[src/rtl/chen_pkg.sv]
package chen_pkg;
  localparam int unsigned CH_N   = 64;
  localparam int unsigned WORD_W = 32;
  localparam int unsigned CMD_W  = 7;
  localparam int unsigned ADDR_W = 8;
  localparam int unsigned WIDX_W = ADDR_W - 2;

  localparam logic [WIDX_W-1:0] W_REQ_LO = 6'h00;
  localparam logic [WIDX_W-1:0] W_REQ_HI = 6'h01;
  localparam logic [WIDX_W-1:0] W_ERR_LO = 6'h02;
  localparam logic [WIDX_W-1:0] W_ERR_HI = 6'h03;
  localparam logic [WIDX_W-1:0] W_CMD    = 6'h06;

  // byte lanes of the command word
  localparam int unsigned LN_CLR_REQ = 0;
  localparam int unsigned LN_SET_ERR = 1;
  localparam int unsigned LN_SET_REQ = 2;
  localparam int unsigned LN_CLR_ERR = 3;
endpackage

[src/rtl/chen_cmd_mask.sv]
module chen_cmd_mask #(
  parameter int unsigned CMD_W = 7,
  parameter int unsigned CH_N  = 64
) (
  input  logic            clk_i,
  input  logic            rst_ni,
  input  logic            valid_i,
  input  logic [7:0]      cmd_i,
  output logic [CH_N-1:0] mask_o
);
  localparam int unsigned SEL_W = CMD_W - 1;

  logic [SEL_W-1:0] sel;
  logic             all_ch;

  assign sel    = cmd_i[SEL_W-1:0];
  assign all_ch = cmd_i[CMD_W-1];  // bit 7 unused

  for (genvar i = 0; i < CH_N; i++) begin : g_bit
    assign mask_o[i] = valid_i & (all_ch | (sel == SEL_W'(i)));
  end

  assert_all_R4: assert property (@(posedge clk_i) disable iff (!rst_ni)
    (valid_i && cmd_i[CMD_W-1]) |-> (mask_o == {CH_N{1'b1}}));
  assert_single_R2: assert property (@(posedge clk_i) disable iff (!rst_ni)
    (valid_i && !cmd_i[CMD_W-1]) |-> ($countones(mask_o) == 1));
  assert_idle_R10: assert property (@(posedge clk_i) disable iff (!rst_ni)
    !valid_i |-> (mask_o == '0));
endmodule

[src/rtl/chen_enable_vec.sv]
module chen_enable_vec #(
  parameter int unsigned CH_N   = 64,
  parameter int unsigned WORD_W = 32
) (
  input  logic              clk_i,
  input  logic              rst_ni,
  input  logic [CH_N/WORD_W-1:0] wr_word_i,
  input  logic [WORD_W-1:0] wdata_i,
  input  logic [CH_N-1:0]   clr_mask_i,
  input  logic [CH_N-1:0]   set_mask_i,
  output logic [CH_N-1:0]   vec_o
);
  localparam int unsigned NW = CH_N / WORD_W;

  for (genvar w = 0; w < NW; w++) begin : g_word
    logic [WORD_W-1:0] cur, base, nxt;
    assign cur  = vec_o[w*WORD_W +: WORD_W];
    assign base = wr_word_i[w] ? wdata_i : cur;
    // clear first, then set
    assign nxt  = (base & ~clr_mask_i[w*WORD_W +: WORD_W]) | set_mask_i[w*WORD_W +: WORD_W];

    always_ff @(posedge clk_i or negedge rst_ni) begin
      if (!rst_ni) vec_o[w*WORD_W +: WORD_W] <= '0;
      else         vec_o[w*WORD_W +: WORD_W] <= nxt;
    end
  end

  assert_set_wins_R6: assert property (@(posedge clk_i) disable iff (!rst_ni)
    (set_mask_i != '0) |=> ((vec_o & $past(set_mask_i)) == $past(set_mask_i)));
  assert_clr_bit_R3: assert property (@(posedge clk_i) disable iff (!rst_ni)
    ((clr_mask_i != '0) && (set_mask_i == '0) && (wr_word_i == '0))
      |=> ((vec_o & $past(clr_mask_i)) == '0));
  assert_others_kept_R2: assert property (@(posedge clk_i) disable iff (!rst_ni)
    (wr_word_i == '0)
      |=> ((vec_o & ~$past(clr_mask_i | set_mask_i)) == ($past(vec_o) & ~$past(clr_mask_i | set_mask_i))));
  assert_idle_stable_R9: assert property (@(posedge clk_i) disable iff (!rst_ni)
    ((wr_word_i == '0) && (clr_mask_i == '0) && (set_mask_i == '0)) |=> $stable(vec_o));
endmodule

[src/rtl/chen_top.sv]
module chen_top
  import chen_pkg::*;
(
  input  logic               clk_i,
  input  logic               rst_ni,
  input  logic               bus_valid_i,
  input  logic               bus_write_i,
  input  logic [ADDR_W-1:0]  bus_addr_i,
  input  logic [3:0]         bus_be_i,
  input  logic [WORD_W-1:0]  bus_wdata_i,
  output logic [WORD_W-1:0]  bus_rdata_o,
  output logic [CH_N-1:0]    req_en_o,
  output logic [CH_N-1:0]    err_en_o
);
  localparam int unsigned NW = CH_N / WORD_W;

  logic [WIDX_W-1:0] widx;
  logic              wr, rd, wr_full, cmd_wr;
  logic [3:0]        lane_v;
  logic [CH_N-1:0]   lane_mask [4];
  logic [NW-1:0]     req_wr, err_wr;
  logic [WORD_W-1:0] rd_mux;

  assign widx    = bus_addr_i[ADDR_W-1:2];
  assign wr      = bus_valid_i & bus_write_i;
  assign rd      = bus_valid_i & ~bus_write_i;
  assign wr_full = wr & (bus_be_i == 4'hF);
  assign cmd_wr  = wr & (widx == W_CMD);

  for (genvar k = 0; k < 4; k++) begin : g_lane
    assign lane_v[k] = cmd_wr & bus_be_i[k];
    chen_cmd_mask #(.CMD_W(CMD_W), .CH_N(CH_N)) u_mask (
      .clk_i  (clk_i),
      .rst_ni (rst_ni),
      .valid_i(lane_v[k]),
      .cmd_i  (bus_wdata_i[8*k +: 8]),
      .mask_o (lane_mask[k])
    );
  end

  assign req_wr = {wr_full & (widx == W_REQ_HI), wr_full & (widx == W_REQ_LO)};
  assign err_wr = {wr_full & (widx == W_ERR_HI), wr_full & (widx == W_ERR_LO)};

  chen_enable_vec #(.CH_N(CH_N), .WORD_W(WORD_W)) u_req (
    .clk_i     (clk_i),
    .rst_ni    (rst_ni),
    .wr_word_i (req_wr),
    .wdata_i   (bus_wdata_i),
    .clr_mask_i(lane_mask[LN_CLR_REQ]),
    .set_mask_i(lane_mask[LN_SET_REQ]),
    .vec_o     (req_en_o)
  );

  chen_enable_vec #(.CH_N(CH_N), .WORD_W(WORD_W)) u_err (
    .clk_i     (clk_i),
    .rst_ni    (rst_ni),
    .wr_word_i (err_wr),
    .wdata_i   (bus_wdata_i),
    .clr_mask_i(lane_mask[LN_CLR_ERR]),
    .set_mask_i(lane_mask[LN_SET_ERR]),
    .vec_o     (err_en_o)
  );

  always_comb begin
    unique case (widx)
      W_REQ_LO: rd_mux = req_en_o[WORD_W-1:0];
      W_REQ_HI: rd_mux = req_en_o[CH_N-1:WORD_W];
      W_ERR_LO: rd_mux = err_en_o[WORD_W-1:0];
      W_ERR_HI: rd_mux = err_en_o[CH_N-1:WORD_W];
      default:  rd_mux = '0;  // command word and holes read zero
    endcase
  end

  always_ff @(posedge clk_i or negedge rst_ni) begin
    if (!rst_ni)  bus_rdata_o <= '0;
    else if (rd)  bus_rdata_o <= rd_mux;
    else          bus_rdata_o <= '0;
  end

  assert_cmd_read_zero_R8: assert property (@(posedge clk_i) disable iff (!rst_ni)
    (rd && (widx == W_CMD)) |=> (bus_rdata_o == '0));
  assert_read_lo_R7: assert property (@(posedge clk_i) disable iff (!rst_ni)
    (rd && (widx == W_REQ_LO)) |=> (bus_rdata_o == $past(req_en_o[WORD_W-1:0])));
  assert_no_rd_cmd_R10: assert property (@(posedge clk_i) disable iff (!rst_ni)
    !wr |=> ($stable(req_en_o) && $stable(err_en_o)));
endmodule

[config.mk]
export PLATFORM = sky130hd
export DESIGN_NAME = chen_top
export DESIGN_NICKNAME = d
export VERILOG_FILES = /design/src/rtl/chen_pkg.sv /design/src/rtl/chen_cmd_mask.sv /design/src/rtl/chen_enable_vec.sv /design/src/rtl/chen_top.sv
export SDC_FILE = /design/constraint.sdc
export NUM_CORES = 1
export LEC_CHECK = 0
export ABC_AREA = 1
export BUFFER_PORTS_ARGS = -buffer_cell sky130_fd_sc_hd__buf_4
export CORE_MARGIN = 3
export CORE_UTILIZATION = 50
export CTS_BUF_LIST = sky130_fd_sc_hd__clkbuf_4 sky130_fd_sc_hd__clkbuf_8
export DETAILED_ROUTE_END_ITERATION = 10
export PLACE_DENSITY_LB_ADDON = 0.15
export SYNTH_ARGS = -nofsm -noshare
export SYNTH_HDL_FRONTEND = slang
export SYNTH_HIERARCHICAL = 1
export SYNTH_SLANG_ARGS = --single-unit
export TNS_END_PERCENT = 10
[constraint.sdc]
create_clock -name clk_i -period 0.8 [get_ports clk_i]
set_clock_uncertainty 0.05 [all_clocks]
set_input_delay 0.2 -clock clk_i [delete_from_list [all_inputs] [get_ports clk_i]]
set_output_delay 0.2 -clock clk_i [all_outputs]
set_load 0.03 [all_outputs]
==> out/results.ini <==
[die]
dieArea_um2=28900
coreArea_um2=26200
pin_count=208
die_y_um=170
die_w_um=170
start_util_pct=51.3
rows=59

[timing]
relSlewSlack_pct=72.4
fin_crit_sh_pct=175
max_freq_ghz=0.713
fin_ws_ns=-0.602
tns_ns=-130.38
tightest_slew_ns=0.415
drv_slew=0
fin_crit_ns=1.40
setup_viol=320
whs_ns=0.0383
rsz0062_at_grt=yes
hold_viol_final=0

[route]
drc_errors=0
routedWlPerCell_um=19.8
firstDrtPassIters=8
final_antenna_net_count=0
wl_mm=56.4
viasPerCell=5.70
vias=16196
drt_iter0_drc=2193

[clock_network]
cts_sinks=160
cts_max_level=4
cts_buffers=17
clockRootBuffer=clkbuf_8
clkTransAtPathRegs_ns=0.11
insertion_delay_ns=0.47
clk_path_buf_depth=2
cts_tree=yes

[global_routing]
grt_max_degree=65
grt_usage_pct=38.2
grt_pass1_vias=14870
grt-ovfl-total=0
antenna_found_initial=1
grt_pass1_wl_mm=85.8

[worst_setup_path]
crit_path_start_kind=flip-flop
crit_arrival_ns=1.15
cpLargestDelayFamily=flip-flops
crit_path_max_fanout=2
path_buf_inv=2
cp_slowest_cell=dfrtp_1
cp_common_cell=buf_6
critical_path.cell_chain=buf_6, buf_6
critical_path_required_ns=0.55
path_class=reg2out
endpoint_kind=output port
slowest_delay_ns=0.42

[yosys]
synth-seq-area-share_pct=29.8
yosysWarnings=6
synth.cell_area_um2=13400
synth_seq_cells=160
ys.flop_type=dfrtp_1
syn-instance-count=2184
yosysUniqueCellTypes=21
synth-edff-count=0
syn_area_per_cell_um2=6.15
syn_nets=2232
async_flop_share_pct=100

[finish]
drive_gt1_share_pct=27.8
fillers=2260
mostFrequentLayoutCells=inv_1, nand2_1, nand3_1
syn2layout_area_growth_pct=38.0
layout_commonest_cell=inv_1
antennaDiodeCount=0
nets=2543

[placement]
port_buffers=205
place.gp.congestion=0.972
hpwl_mm=38.9
place_ws_ns=-0.876

[pwr]
peakVddDrop_uv=854
clkPwrFrac_pct=30.2
p_seq_share_pct=40.9
p_switching_w=0.00799
leakagePower_nw=8.75
power.total_w=0.0218
switching_share_pct=36.6
p_comb_share_pct=29.0
internal_power_w=0.0138
pwr_density_cell_nw_per_um2=1180

[status]
status=finished, violations left
violations=setup timing

[min_path]
hp-class=in2reg

[job]
cap_violations=0

[per-layer routing]
layer  routed length, um  GRT usage (%)
met1               22600           52.9
met5                  13              0
met3                6280           6.11
met2               24100           57.3
met4                3370           20.8
[registers in the layout, summed over array words and instances, names as in the netlist]
register / cells
u_err/g_word.cur: 64
bus_rdata_o: 32
u_req/g_word.cur: 64
[layout make-up]
cell class / count / area, um2 / share of cell area, %
Clock inverter: 15 / 166 / 0.898
Tap cell: 335 / 419 / 2.26
Sequential cell: 160 / 4020 / 21.7
Timing Repair Buffer: 453 / 4980 / 26.9
Multi-Input combinational cell: 1356 / 6780 / 36.6
Inverter: 507 / 1930 / 10.4
Clock buffer: 17 / 234 / 1.26
[path summary, 6_finish.rpt]
kind	endpoint	depth (start not counted)	slack [ns]	startpoint
min in group asynchronous	u_req/g_word[0].cur[23]	2	0.08	rst_ni
worst max-delay path	err_en_o[22]	2	-0.60	u_err/g_word[0].cur[22]
worst min-delay path	u_err/g_word[0].cur[15]	5	0.04	bus_wdata_i[15]
worst min register to register	u_err/g_word[0].cur[27]	4	0.59	u_err/g_word[0].cur[27]
max in group asynchronous	u_err/g_word[1].cur[11]	3	0.09	rst_ni
worst max register to register	bus_rdata_o[3]	6	-0.39	u_req/g_word[1].cur[3]
[repair_timing]
item,4_1_cts,5_1_grt
hold buffers,2,0
endpoints found under the hold margin,162,0
resized for setup,220,52
setup endpoints to repair,320,320
buffers inserted,27,10
pin swaps,15,12
[through the flow]
stage | area [um2] | util (%) | instances
finish | 18500 | 70.7 | 2843
global route | 18500 | 70.7 | 2843
CTS | 18300 | 69.8 | 2833
detailed placement | 16900 | 64.4 | 2772
global placement | 16900 | 64.4 | 2772
floorplan | 13500 | - | 2184
[cell usage after synthesis (2+ instances only)]
cell type / count / share of area [%]
inv_1: 479 / 13
nand2_1: 421 / 12
nand3_1: 401 / 15
a21oi_1: 256 / 9.5
dfrtp_1: 160 / 30
nand4_1: 97 / 4.5
nor2_1: 80 / 2.2
nand2_2: 61 / 2.8
clkbuf_1: 54 / 1.5
buf_4: 52 / 2.9
buf_2: 36 / 1.3
inv_2: 23 / 0.64
nor2_4: 20 / 1.7
nor2_2: 16 / 0.75
buf_6: 12 / 1.0
buf_8: 6 / 0.67
inv_6: 4 / 0.26
nor3_1: 2 / 0.075
nor4_1: 2 / 0.093
[kinds of logic (layout without fill, tap and decap cells)]
logic type,Yosys count,count (layout),synth area share (%)
buffers and inverters,668,992,21.8
AO/OA/AOI/OAI,256,256,9.54
flip-flops,160,160,29.8
AND/OR/NAND/NOR,1100,1100,38.9
[power groups by stage]
stage | logic, W | clock network [W] | registers, W
after floorplan | 0.00200 | 0 | 0.00964
after global placement | 0.00558 | 0 | 0.00901
after detailed placement | 0.00564 | 0 | 0.00901
after CTS | 0.00611 | 0.00661 | 0.00891
after global routing | 0.00667 | 0.00695 | 0.00896
final | 0.00632 | 0.00658 | 0.00893
[worst reg2reg max path: cells and delay by family (launching register included)]
kind	cells	cell delay, ns
simple gates	4	0.41
flops	1	0.40
buf+inv	2	0.25
Power figures use the tool's default switching activity.
